--- src/rtl/canctl_pkg.sv ---
package canctl_pkg;
  localparam int ADDR_W  = 5;
  localparam int DATA_W  = 8;
  localparam int FILT_N  = 8;
  localparam int DIV_W   = 6;

  localparam int A_CTRL0 = 0;
  localparam int A_CTRL1 = 1;
  localparam int A_BT0   = 2;
  localparam int A_BT1   = 3;
  localparam int A_IDAC  = 4;
  localparam int A_RXERR = 5;
  localparam int A_TXERR = 6;
  localparam int A_ACODE = 8;
  localparam int A_AMASK = 16;

  localparam int B_REQ    = 0;
  localparam int B_PD     = 1;
  localparam int B_VIOL   = 7;
  localparam int B_ACK    = 0;
  localparam int B_CLKSRC = 6;
  localparam int B_EN     = 7;

  function automatic logic is_prot(input int unsigned a, input int unsigned nfilt);
    return ((a >= A_CTRL1) && (a <= A_IDAC)) ||
           ((a >= A_ACODE) && (a < A_ACODE + nfilt)) ||
           ((a >= A_AMASK) && (a < A_AMASK + nfilt));
  endfunction
endpackage

--- src/rtl/canctl_init_sync.sv ---
module canctl_init_sync #(
  parameter int STAGES = 2
) (
  input  logic clk,
  input  logic rst_n,
  input  logic req_i,
  output logic ack_o
);
  logic [STAGES-1:0] chain;

  generate
    if (STAGES == 1) begin : g_one
      always_ff @(posedge clk or negedge rst_n)
        if (!rst_n) chain <= '0;
        else        chain <= req_i;
    end else begin : g_many
      always_ff @(posedge clk or negedge rst_n)
        if (!rst_n) chain <= '0;
        else        chain <= {chain[STAGES-2:0], req_i};
    end
  endgenerate

  assign ack_o = chain[STAGES-1];
endmodule

--- src/rtl/canctl_cfg_regs.sv ---
module canctl_cfg_regs
  import canctl_pkg::*;
#(
  parameter int AW    = ADDR_W,
  parameter int DW    = DATA_W,
  parameter int NFILT = FILT_N,
  parameter int DVW   = DIV_W
) (
  input  logic          clk,
  input  logic          rst_n,
  input  logic          we,
  input  logic [AW-1:0] addr,
  input  logic [DW-1:0] wdata,
  input  logic          init_ack,
  input  logic [DW-1:0] rx_err,
  input  logic [DW-1:0] tx_err,
  output logic [DW-1:0] rdata,
  output logic          init_req,
  output logic          pd_req,
  output logic          viol,
  output logic          mod_en,
  output logic          clk_sel,
  output logic [DVW-1:0] div
);
  localparam int MISC_W = B_CLKSRC - 1;

  logic              wr_prot, wr_ok, wr_drop, wr_c0;
  logic              en_taken;
  logic [MISC_W-1:0] misc_q;
  logic [DW-1:0]     bt0_q, bt1_q, idac_q;
  logic [DW-1:0]     acode_q [NFILT];
  logic [DW-1:0]     amask_q [NFILT];

  assign wr_prot = we && is_prot(int'(addr), NFILT);
  assign wr_ok   = wr_prot && init_ack;
  assign wr_drop = wr_prot && !init_ack;
  assign wr_c0   = we && (addr == AW'(A_CTRL0));

  // control 0: request, power-down, sticky violation
  always_ff @(posedge clk or negedge rst_n) begin
    if (!rst_n) begin
      init_req <= 1'b0;
      pd_req   <= 1'b0;
      viol     <= 1'b0;
    end else begin
      if (wr_c0) begin
        init_req <= wdata[B_REQ];
        pd_req   <= wdata[B_PD];
      end
      if (wr_drop)                  viol <= 1'b1;
      else if (wr_c0 && wdata[B_VIOL]) viol <= 1'b0;
    end
  end

  // control 1: write-once enable, clock source, misc
  always_ff @(posedge clk or negedge rst_n) begin
    if (!rst_n) begin
      mod_en   <= 1'b0;
      en_taken <= 1'b0;
      clk_sel  <= 1'b0;
      misc_q   <= '0;
    end else if (wr_ok && addr == AW'(A_CTRL1)) begin
      if (!en_taken) begin
        mod_en   <= wdata[B_EN];
        en_taken <= 1'b1;
      end
      clk_sel <= wdata[B_CLKSRC];
      misc_q  <= wdata[B_CLKSRC-1:1];
    end
  end

  always_ff @(posedge clk or negedge rst_n) begin
    if (!rst_n) begin
      bt0_q  <= '0;
      bt1_q  <= '0;
      idac_q <= '0;
    end else if (wr_ok) begin
      if (addr == AW'(A_BT0))  bt0_q  <= wdata;
      if (addr == AW'(A_BT1))  bt1_q  <= wdata;
      if (addr == AW'(A_IDAC)) idac_q <= wdata;
    end
  end

  genvar g;
  generate
    for (g = 0; g < NFILT; g++) begin : g_filt
      localparam logic [AW-1:0] CODE_A = AW'(A_ACODE + g);
      localparam logic [AW-1:0] MASK_A = AW'(A_AMASK + g);
      always_ff @(posedge clk or negedge rst_n) begin
        if (!rst_n) begin
          acode_q[g] <= '0;
          amask_q[g] <= '0;
        end else if (wr_ok) begin
          if (addr == CODE_A) acode_q[g] <= wdata;
          if (addr == MASK_A) amask_q[g] <= wdata;
        end
      end
    end
  endgenerate

  assign div = bt0_q[DVW-1:0];

  always_comb begin
    rdata = '0;
    case (int'(addr))
      A_CTRL0: begin
        rdata[B_VIOL] = viol;
        rdata[B_PD]   = pd_req;
        rdata[B_REQ]  = init_req;
      end
      A_CTRL1: begin
        rdata[B_EN]           = mod_en;
        rdata[B_CLKSRC]       = clk_sel;
        rdata[B_CLKSRC-1:1]   = misc_q;
        rdata[B_ACK]          = init_ack;
      end
      A_BT0:   rdata = bt0_q;
      A_BT1:   rdata = bt1_q;
      A_IDAC:  rdata = idac_q;
      A_RXERR: rdata = rx_err;
      A_TXERR: rdata = tx_err;
      default: rdata = '0;
    endcase
    for (int i = 0; i < NFILT; i++) begin
      if (addr == AW'(A_ACODE + i)) rdata = acode_q[i];
      if (addr == AW'(A_AMASK + i)) rdata = amask_q[i];
    end
  end
endmodule

--- src/rtl/canctl_tq_prescaler.sv ---
module canctl_tq_prescaler #(
  parameter int DVW = 6
) (
  input  logic           clk,
  input  logic           rst_n,
  input  logic           run,
  input  logic           src_bus,
  input  logic           osc_en,
  input  logic [DVW-1:0] div,
  output logic           tick
);
  logic           can_en;
  logic [DVW-1:0] cnt;

  assign can_en = src_bus | osc_en;

  always_ff @(posedge clk or negedge rst_n) begin
    if (!rst_n) begin
      cnt  <= '0;
      tick <= 1'b0;
    end else if (!run) begin
      cnt  <= '0;
      tick <= 1'b0;
    end else if (can_en) begin
      if (cnt == div) begin
        cnt  <= '0;
        tick <= 1'b1;
      end else begin
        cnt  <= cnt + 1'b1;
        tick <= 1'b0;
      end
    end else begin
      tick <= 1'b0;
    end
  end
endmodule

--- src/rtl/canctl_guard.sv ---
module canctl_guard
  import canctl_pkg::*;
#(
  parameter int AW        = ADDR_W,
  parameter int DW        = DATA_W,
  parameter int NFILT     = FILT_N,
  parameter int DVW       = DIV_W,
  parameter int ACK_STAGES = 2
) (
  input  logic          clk,
  input  logic          rst_n,
  input  logic          bus_we,
  input  logic [AW-1:0] bus_addr,
  input  logic [DW-1:0] bus_wdata,
  output logic [DW-1:0] bus_rdata,
  input  logic          osc_en,
  input  logic [DW-1:0] rx_err_cnt,
  input  logic [DW-1:0] tx_err_cnt,
  input  logic          tx_core,
  output logic          tx_out,
  output logic          tq_tick,
  output logic          init_ack,
  output logic          mod_en,
  output logic          clk_sel,
  output logic          viol_flag
);
  logic           init_req_w, pd_req_w;
  logic [DVW-1:0] div_w;

  canctl_init_sync #(.STAGES(ACK_STAGES)) u_sync (
    .clk   (clk),
    .rst_n (rst_n),
    .req_i (init_req_w),
    .ack_o (init_ack)
  );

  canctl_cfg_regs #(.AW(AW), .DW(DW), .NFILT(NFILT), .DVW(DVW)) u_regs (
    .clk      (clk),
    .rst_n    (rst_n),
    .we       (bus_we),
    .addr     (bus_addr),
    .wdata    (bus_wdata),
    .init_ack (init_ack),
    .rx_err   (rx_err_cnt),
    .tx_err   (tx_err_cnt),
    .rdata    (bus_rdata),
    .init_req (init_req_w),
    .pd_req   (pd_req_w),
    .viol     (viol_flag),
    .mod_en   (mod_en),
    .clk_sel  (clk_sel),
    .div      (div_w)
  );

  canctl_tq_prescaler #(.DVW(DVW)) u_presc (
    .clk     (clk),
    .rst_n   (rst_n),
    .run     (mod_en && !init_ack),
    .src_bus (clk_sel),
    .osc_en  (osc_en),
    .div     (div_w),
    .tick    (tq_tick)
  );

  // recessive while any quiet mode is requested or still acknowledged
  assign tx_out = (init_req_w || init_ack || pd_req_w) ? 1'b1 : tx_core;
endmodule

--- config.mk ---
export PLATFORM = sky130hd
export DESIGN_NAME = canctl_guard
export DESIGN_NICKNAME = d
export VERILOG_FILES = /design/src/rtl/canctl_pkg.sv /design/src/rtl/canctl_init_sync.sv /design/src/rtl/canctl_cfg_regs.sv /design/src/rtl/canctl_tq_prescaler.sv /design/src/rtl/canctl_guard.sv
export SDC_FILE = /design/constraint.sdc
export NUM_CORES = 1
export LEC_CHECK = 0
export BUFFER_PORTS_ARGS = -buffer_cell sky130_fd_sc_hd__buf_2
export CORE_ASPECT_RATIO = 1.1
export CORE_MARGIN = 1.5
export CORE_UTILIZATION = 67
export DETAILED_ROUTE_END_ITERATION = 10
export PLACE_DENSITY = 0.86
export SLEW_MARGIN = 20
export SYNTH_ARGS = -nofsm -noshare
export SYNTH_HDL_FRONTEND = slang
export SYNTH_SLANG_ARGS = --single-unit
export TNS_END_PERCENT = 50
--- constraint.sdc ---
create_clock -name clk -period 3.8 [get_ports clk]
set_clock_uncertainty 0.1 [all_clocks]
set_input_delay 0.76 -clock clk [delete_from_list [all_inputs] [get_ports clk]]
set_output_delay 0.76 -clock clk [all_outputs]
set_load 0.005 [all_outputs]
==> results.json, run 1 <==
{
  "dieHeight_um": 126,
  "finalMaxSlewViolations": 0,
  "wl_per_cell_um": 27.8,
  "path_class": "in -> out",
  "multiInputGateArea_um2": 4690,
  "io_buffers": 47,
  "pre_cts_ws_ns": 0.0990,
  "avgSynthCellArea_um2": 11.8,
  "regArea_um2": 4300,
  "diodes": 0,
  "via_per_inst": 7.03,
  "grt_pass1_wl_um": 44500,
  "final_hold_viol_count": 0,
  "start_util_pct": 69.3,
  "slew_headroom_pct": 45.6,
  "htreeDepth": 4,
  "cap_violations": 0,
  "yosys.area_share.xor_xnor_pct": 0.851,
  "layout.nets": 892,
  "power_frac_comb_pct": 12.9,
  "syn_inst": 782,
  "row_count": 44,
  "dieWidth_um": 115,
  "wl_um": 29300,
  "overflow": 0,
  "cp_max_fo": 20,
  "synth-compound-area-share_pct": 13.0,
  "hold_buffers": 0,
  "clock_latency_ns": 0.44,
  "power.total_uw": 4310,
  "timing.final.ws_setup_ns": 0.0376,
  "ys_types": 72,
  "synthAdderAreaFrac_pct": 0.135,
  "pwr-share-clk_pct": 40.3,
  "ys_async_sr_fraction_pct": 100,
  "drive_gt1_share_pct": 39.3,
  "power.density_nw_per_um2": 407,
  "ys_seq_elements": 172,
  "cts_tree": "built",
  "status": "finished, final reports clean",
  "stdcell_count": 1054,
  "cts_buffer_depth": 2,
  "dieArea_um2": 14500,
  "leakage_uw": 0.00508,
  "r2r-start": "u_sync.chain[1]",
  "end_kind": "primary output",
  "firstDrtPassIters": 6,
  "fin_crit_ns": 3.76,
  "cp_common_cell": "buf_2",
  "clock.fmax_mhz": 266,
  "num_io_pins": 48,
  "synth_enable_flop_cells": 0,
  "intPower_uw": 3120,
  "drc": 0,
  "cts_resized": 0,
  "cts.root.buffer_cell": "clkbuf_16",
  "antenna_left": 0,
  "peakVddDrop_v": 0.000292,
  "clk_pin_slew_worst_paths_ns": 0.07,
  "ys.flop_type": "dfrtp_1",
  "startpoint_type": "primary input",
  "synth_nets": 817,
  "synth_top_family_by_area": "multiplexers",
  "post-cts-setup-buffers": 0,
  "seq_area_frac_synth_pct": 46.5,
  "cp.arrival_ns": 2.90,
  "syn_to_final_growth_pct": 14.4,
  "gp_congestion": 1.06,
  "track_usage_pct": 42.0,
  "vias": 7413,
  "grt_max_degree": 80,
  "n_fill_cell": 830,
  "hold_class": "in -> async",
  "period_share_pct": 99.0,
  "cpPeakStageDelay_ns": 0.41,
  "cp.required_ns": 2.94,
  "grt_pass1_vias": 7407,
  "antenna_found_initial": 0,
  "p_sw_uw": 1190,
  "yosys_warnings": 0,
  "drtIter0Drc": 953,
  "dp_cells": 1022,
  "yosys.area_share.simple_pct": 13.0,
  "dp_hpwl_um": 20000,
  "synth.mux.area_fraction_pct": 23.4,
  "crit_chain": "buf_2, buf_4, or3_1, nor2_1, a211oi_1, a31oi_1, o21ai_0, a21oi_1, buf_2",
  "slowest_stage": "o21ai_0",
  "synthesis.area_um2": 9270,
  "cts.sink_count": 172,
  "worstMarginPinSlew_ns": 0.811,
  "crit_start": "bus_addr[4]",
  "cts_buffers": 17,
  "coreArea_um2": 13400,
  "p_seq_share_pct": 46.8,
  "sw_frac_of_total_pct": 27.6,
  "finalSetupViolCount": 0
}
[Yosys cell counts (all sizes together), types with 8 or more instances]
cell type,number,share of area [%]
dfrtp,172,46
mux2,164,23
nor2,51,4.0
o21ai,45,2.4
nand2,39,1.6
clkbuf,35,1.4
a21oi,34,1.8
buf,23,1.5
nand3,19,1.0
o22ai,16,1.1
a22oi,12,0.97
nor3,12,1.1
a31oi,11,0.74
nor2b,11,0.74
nand2b,10,0.68
a211oi,8,0.65
[area by class of cell]
type	count	share of cell area, %
clock buffers	20	4.31
clock inverters	12	1.22
inverters	7	0.248
multi-input cells	545	44.2
flip-flops and latches	172	40.6
well taps	184	2.17
repair buffers	114	7.28
[power by group through the flow]
| stage | sequential [uW] | clock (uW) | combinational [uW] |
|---|---|---|---|
| 6_report | 2020 | 1740 | 555 |
| 5_1_grt | 2020 | 1820 | 585 |
| 4_1_cts | 2010 | 1740 | 541 |
| 3_5_place_dp | 2040 | 0 | 536 |
| 3_3_place_gp | 2040 | 0 | 521 |
| 2_1_floorplan | 2010 | 0 | 328 |
[state kept, by name, summed over array words and instances, names as in the netlist, 2 cells and up]
register / flops
u_regs.acode_q: 64
u_regs.amask_q: 64
u_regs.bt0_q: 8
u_regs.bt1_q: 8
u_regs.idac_q: 8
u_presc.cnt: 6
u_regs.misc_q: 5
u_sync.chain: 2
[cell usage in the layout, fill, tap and decap left out, types with 4 or more instances in the layout]
cell type  netlist  routed
o21a_1           4       4
inv_1            7       7
nor2_1          36      35
buf_2           16      45
mux2_4          80      80
nor2b_1         11      11
or2_2            4       4
or3_1            5       5
nand2b_1        10      10
nand3_1         19      19
nor2_8          10      10
nor3_1           7       7
mux2_2          84      84
nand2_1         39      39
a31oi_1         11      11
nand4_1          4       4
o22ai_1         16      16
buf_4            0      65
dfrtp_1        172     172
clkbuf_16        0      17
o21ai_0         45      45
a211oi_1         8       8
a21oi_1         34      34
a221oi_1         5       5
a22oi_1         12      12
a32oi_1          5       5
xnor2_1          6       6
clkinv_4         0       4
o221ai_1         4       4
and3_1           4       4
nand3b_1         7       7
o32ai_1          5       4
nor2_2           4       5
[stage by stage]
stage          hold slack [ns]  utilization, %   TNS, ns  cell area (um^2)
3_3_place_gp             0.233            74.8         0             10000
5_1_grt                  0.268            79.3  -0.00423             10600
4_1_cts                  0.270            79.2         0             10600
3_5_place_dp             0.256            74.8         0             10000
6_report                 0.241            79.3         0             10600
2_1_floorplan            0.231               -         0              9270
[layer usage]
| layer | GRT usage (%) | up-vias | part of all wire [%] |
|---|---|---|---|
| li1 | - | 3056 | - |
| met1 | 57.0 | 3692 | 39 |
| met2 | 63.8 | 543 | 46 |
| met3 | 9.65 | 122 | 9.6 |
| met4 | 21.0 | 0 | 4.8 |
| met5 | 0 | - | 0 |
[path summary, 6_finish.rpt]
check	slack, ns	depth (start not counted)	to
min	0.24	1	u_regs.acode_q[0]
min in group clk	0.27	0	u_sync.chain[1]
max in group asynchronous	2.37	2	u_regs.bt1_q[3]
max reg2reg	1.62	3	u_regs.idac_q[4]
min reg2reg	0.27	0	u_sync.chain[1]
max	0.04	9	bus_rdata[7]
[worst max-delay path: cells and delay by family]
kind / cells / cell delay [ns]
compound gates: 4 / 1.05
buf+inv: 3 / 0.71
simple gates: 2 / 0.36
[cell families (layout without fill, tap and decap cells)]
logic type      count (synthesis)  count (layout)
mux                           166             166
fa+ha+maj                       1               1
compound gates                182             182
buf+inv                        65             153
xor+xnor                        9               9
flops                         172             172
simple gates                  187             187
(Power assumes the default switching activity.)
==> run 2, diff against run 1 <==
- ABC_CLOCK_PERIOD_IN_PS: default -> 3800
- CELL_PAD_IN_SITES_DETAIL_PLACEMENT: default -> 0
- CELL_PAD_IN_SITES_GLOBAL_PLACEMENT: default -> 2
- CORE_UTILIZATION: 67 -> 46
- PLACE_DENSITY: 0.86 -> default
- PLACE_DENSITY_LB_ADDON: default -> 0.1
==> results.json, run 2 (synthesized netlist as in run 1, its figures left out) <==
{
  "cts_buffers": 17,
  "hold_class": "in -> async",
  "cts.sink_count": 172,
  "power.density_nw_per_um2": 401,
  "hold_buffers": 0,
  "grt_pass1_wl_um": 46400,
  "final_cell_mix": "dfrtp_1, buf_4, mux2_2, mux2_4, o21ai_0",
  "gp_congestion": 0.942,
  "cpPeakStageDelay_ns": 0.50,
  "crit_buf_inv": 4,
  "drc": 0,
  "final_common_cell": "dfrtp_1",
  "vias": 7142,
  "dieArea_um2": 21000,
  "startpoint_type": "primary input",
  "period_share_pct": 97.7,
  "cts_buffer_depth": 2,
  "dp_cells": 1113,
  "antenna_found_initial": 0,
  "cp.required_ns": 2.94,
  "critical-path-top-delay-family": "compound AO/OA/AOI/OAI gates",
  "wl_um": 30700,
  "syn_to_final_growth_pct": 17.5,
  "firstDrtPassIters": 7,
  "via_per_inst": 6.24,
  "rsz0062_at_grt": "no",
  "cts.root.buffer_cell": "clkbuf_16",
  "finalMaxSlewViolations": 0,
  "num_io_pins": 48,
  "status": "finished, final reports clean",
  "row_count": 54,
  "worstMarginPinSlew_ns": 0.948,
  "drive_gt1_share_pct": 41.3,
  "end_kind": "primary output",
  "fin_crit_ns": 3.71,
  "wl_per_cell_um": 26.8,
  "clock.fmax_mhz": 269,
  "dieWidth_um": 138,
  "clock_latency_ns": 0.43,
  "slew_headroom_pct": 36.4,
  "crit_chain": "clkbuf_4, or3_4, nor2_1, buf_4, a22oi_1, a31oi_1, o21ai_0, buf_4, a21oi_1, buf_2",
  "layout.nets": 915,
  "drtIter0Drc": 608,
  "antenna_left": 0,
  "whs_ns": 0.101,
  "cp_common_cell": "buf_4",
  "top_regs": "u_regs.acode_q: 64 flops, u_regs.amask_q: 64 flops",
  "overflow": 0,
  "leakage_uw": 0.00520,
  "io_buffers": 47,
  "cp_max_fo": 23,
  "dieHeight_um": 152,
  "stdcell_count": 1145,
  "htreeDepth": 4,
  "finalSetupViolCount": 0,
  "power.total_uw": 4360,
  "path_class": "in -> out",
  "start_util_pct": 46.8,
  "peakVddDrop_v": 0.000320,
  "diodes": 0,
  "cap_violations": 0,
  "clk_pin_slew_worst_paths_ns": 0.08,
  "grt_pass1_vias": 7298,
  "cp.arrival_ns": 2.85,
  "slowest_stage": "or3_4",
  "cts_tree": "built",
  "track_usage_pct": 29.6,
  "dp_hpwl_um": 21600,
  "grt_max_degree": 99,
  "final_hold_viol_count": 0,
  "coreArea_um2": 19800
}
## run 2: routing by layer
layer / part of all wire, % / vias to the layer above / GRT usage, %
met1: 44 / 3723 / 40.3
met3: 5.2 / 50 / 5.48
met4: 2.7 / 0 / 9.77
met5: 0 / - / 0
met2: 48 / 264 / 47.8
li1: - / 3105 / -
## run 2: worst paths after layout
path	startpoint	to	slack, ns	cells after the start
worst max-delay path	bus_addr[4]	bus_rdata[7]	0.09	10
worst min-delay path	rst_n	u_regs.acode_q[5]	0.10	1
worst max register to register	u_sync.chain[1]	u_regs.idac_q[7]	1.51	3
worst min register to register	u_sync.chain[0]	u_sync.chain[1]	0.28	0
max in group asynchronous	rst_n	u_regs.acode_q[41]	2.62	2
min in group clk	u_sync.chain[0]	u_sync.chain[1]	0.28	0
## run 2: cell type report
cell class                      count  area, um^2
Inverter                            7        26.3
Sequential cell                   172        4300
Tap cell                          252         315
Timing Repair Buffer              137         952
Fill cell                        1736        8910
Multi-Input combinational cell    545        4690
Clock buffer                       18         439
Clock inverter                     14         151
## run 2: timing repair
action | in CTS | in global routing
endpoints found under the setup margin | 1 | 4
gates cloned | 0 | 0
gates resized for setup | 2 | 6
hold endpoints to repair | 0 | 0
setup buffers | 0 | 0
## run 2: where the power goes
group	leakage (uW)	total, uW	switching, uW	internal (uW)
Combinational	0.00256	578	329	250
Clock	0.000282	1770	825	947
Sequential	0.00236	2010	75.2	1930
## run 2: through the flow
stage	util [%]	setup slack [ns]	setup TNS, ns	instance area (um^2)
after floorplan	-	0.742	0	9270
after global placement	51.9	-0.0697	-0.0697	10300
after detailed placement	51.9	-0.0289	-0.0289	10300
after CTS	54.9	0.00187	0	10900
after global routing	55.0	0.0142	0	10900
final	55.0	0.0882	0	10900
## run 2: worst reg2reg max path: cells and delay by family (launching register included)
kind | cells | cell delay [ns]
and+or+nand+nor | 2 | 1.19
DFF | 1 | 0.46
muxes | 1 | 0.43
==> run 3, diff against run 2 <==
- BUFFER_PORTS_ARGS: -buffer_cell sky130_fd_sc_hd__buf_2 -> -buffer_cell sky130_fd_sc_hd__clkbuf_2
- CORE_UTILIZATION: 46 -> 47
- CTS_BUF_LIST: default -> sky130_fd_sc_hd__clkbuf_2 sky130_fd_sc_hd__clkbuf_4 sky130_fd_sc_hd__clkbuf_8
- RECOVER_POWER: default -> 25
==> results.json, run 3 (synthesized netlist as in run 1, its figures left out) <==
{
  "status": "finished, violations left",
  "violations": "capacitance limit, slew limit",
  "final_area_um2": 10600,
  "start_util_pct": 48.2,
  "cp.arrival_ns": 2.91,
  "crit_chain": "clkbuf_2, buf_4, or3_1, buf_4, a21oi_1, o32ai_1, nor3b_1, o31ai_1, buf_4, clkbuf_2",
  "reg2reg_slack_ns": 1.62,
  "cts_buffers": 17,
  "timing.rr.end": "u_regs.idac_q[7]",
  "overflow": 0,
  "slew_headroom_pct": -77.7,
  "htreeDepth": 4,
  "hold_depth": 0,
  "cp.required_ns": 2.94,
  "coreArea_um2": 19200,
  "clk_pin_slew_worst_paths_ns": 0.09,
  "wl_um": 30100,
  "power.density_nw_per_um2": 370,
  "via_per_inst": 6.33,
  "firstDrtPassIters": 5,
  "fin_crit_ns": 3.77,
  "placed_cell_area_um2": 10200,
  "fin_util_pct": 55.3,
  "peakVddDrop_v": 0.000218,
  "slowest_stage": "nor3b_1",
  "top_regs": "u_regs.acode_q: 64 flops, u_regs.amask_q: 64 flops",
  "r2r_cells": 3,
  "rsz0062_at_grt": "no",
  "r2r-start": "u_sync.chain[1]",
  "cp_common_cell": "buf_4",
  "grt_max_degree": 101,
  "final_cell_mix": "dfrtp_1, mux2_2, mux2_4, buf_4, clkbuf_2",
  "hold_buffers": 0,
  "row_count": 53,
  "diodes": 0,
  "grt_pass1_wl_um": 45800,
  "dp_hpwl_um": 21600,
  "grt_pass1_vias": 7388,
  "n_fill_cell": 1711,
  "period_share_pct": 99.1,
  "clock.fmax_mhz": 265,
  "path_class": "in -> out",
  "cap_violations": 1,
  "end_kind": "primary output",
  "cpPeakStageDelay_ns": 0.43,
  "layout.nets": 903,
  "drc": 0,
  "final_common_cell": "dfrtp_1",
  "io_buffers": 47,
  "drive_gt1_share_pct": 40.5,
  "final_hold_viol_count": 0,
  "gp_congestion": 1.00,
  "hold_class": "reg -> reg",
  "cp_max_fo": 9,
  "finalMaxSlewViolations": 100,
  "worstHoldEndpoint": "u_sync.chain[1]",
  "cts_tree": "built",
  "startpoint_type": "primary input",
  "drtIter0Drc": 638,
  "tns_ns": 0,
  "syn_to_final_growth_pct": 14.8,
  "dieArea_um2": 20600,
  "hold_start": "u_sync.chain[0]",
  "leakage_uw": 0.00507,
  "num_io_pins": 48,
  "finalSetupViolCount": 0,
  "dieWidth_um": 137,
  "track_usage_pct": 30.8,
  "cts.root.buffer_cell": "clkbuf_8",
  "cts.sink_count": 172,
  "cts_buffer_depth": 2,
  "vias": 7140,
  "wl_per_cell_um": 26.7,
  "antenna_found_initial": 0,
  "dieHeight_um": 150,
  "clock_latency_ns": 0.46,
  "worstMarginPinSlew_ns": 2.67,
  "antenna_left": 0
}
[run 3: worst max-delay path by stage]
stage | start | endpoint | depth (start not counted)
5_1_grt | bus_addr[2] | bus_rdata[3] | 10
3_3_place_gp | bus_addr[3] | bus_rdata[3] | 9
4_1_cts | bus_addr[2] | bus_rdata[3] | 10
2_1_floorplan | bus_addr[2] | bus_rdata[5] | 8
6_report | bus_addr[3] | bus_rdata[5] | 10
3_5_place_dp | bus_addr[2] | bus_rdata[3] | 10
[run 3: timing repair]
action	CTS	global route
setup buffers	0	0
endpoints found under the setup margin	1	3
gates resized for setup	2	4
[run 3: critical path, delay by kind of cell]
kind	cells	cell delay [ns]
and+or+nand+nor	2	0.69
buffers and inverters	5	0.83
AOI/OAI and AO/OA	3	0.63
[run 3: power by group]
part | internal, uW | total [uW] | leakage [uW] | switching (uW)
combinational | 247 | 571 | 0.00252 | 324
sequential | 1930 | 2010 | 0.00236 | 79.7
clock | 642 | 1350 | 0.000201 | 709
[run 3: cell type report]
class	count	area [um^2]	area share, %
inverter	7	26.3	0.247
sequential	172	4300	40.5
timing repair buffer	125	883	8.31
clock inverter	11	131	1.24
clock buffer	21	277	2.60
multi-input combinational	545	4700	44.2
tap	247	309	2.91
[run 3: per-stage QoR]
step                instances  total power [uW]  hold WS, ns  worst slack, ns
floorplan                 782              2340        0.231            0.742
global placement         1096              2600        0.235          -0.0419
detailed placement       1096              2610        0.244         -0.00277
CTS                      1128              3950        0.263           0.0429
global route             1128              4090        0.279          0.00124
finish                   1128              3930        0.263           0.0332
[run 3: per-layer routing]
| layer | share of wire [%] | routed length, um | vias up | GRT usage (%) |
|---|---|---|---|---|
| li1 | - | - | 3082 | - |
| met1 | 42 | 12600 | 3684 | 40.3 |
| met2 | 48 | 14500 | 301 | 50.0 |
| met3 | 6.0 | 1810 | 73 | 5.05 |
| met4 | 4.2 | 1270 | 0 | 14.2 |
| met5 | 0 | 0 | - | 0 |
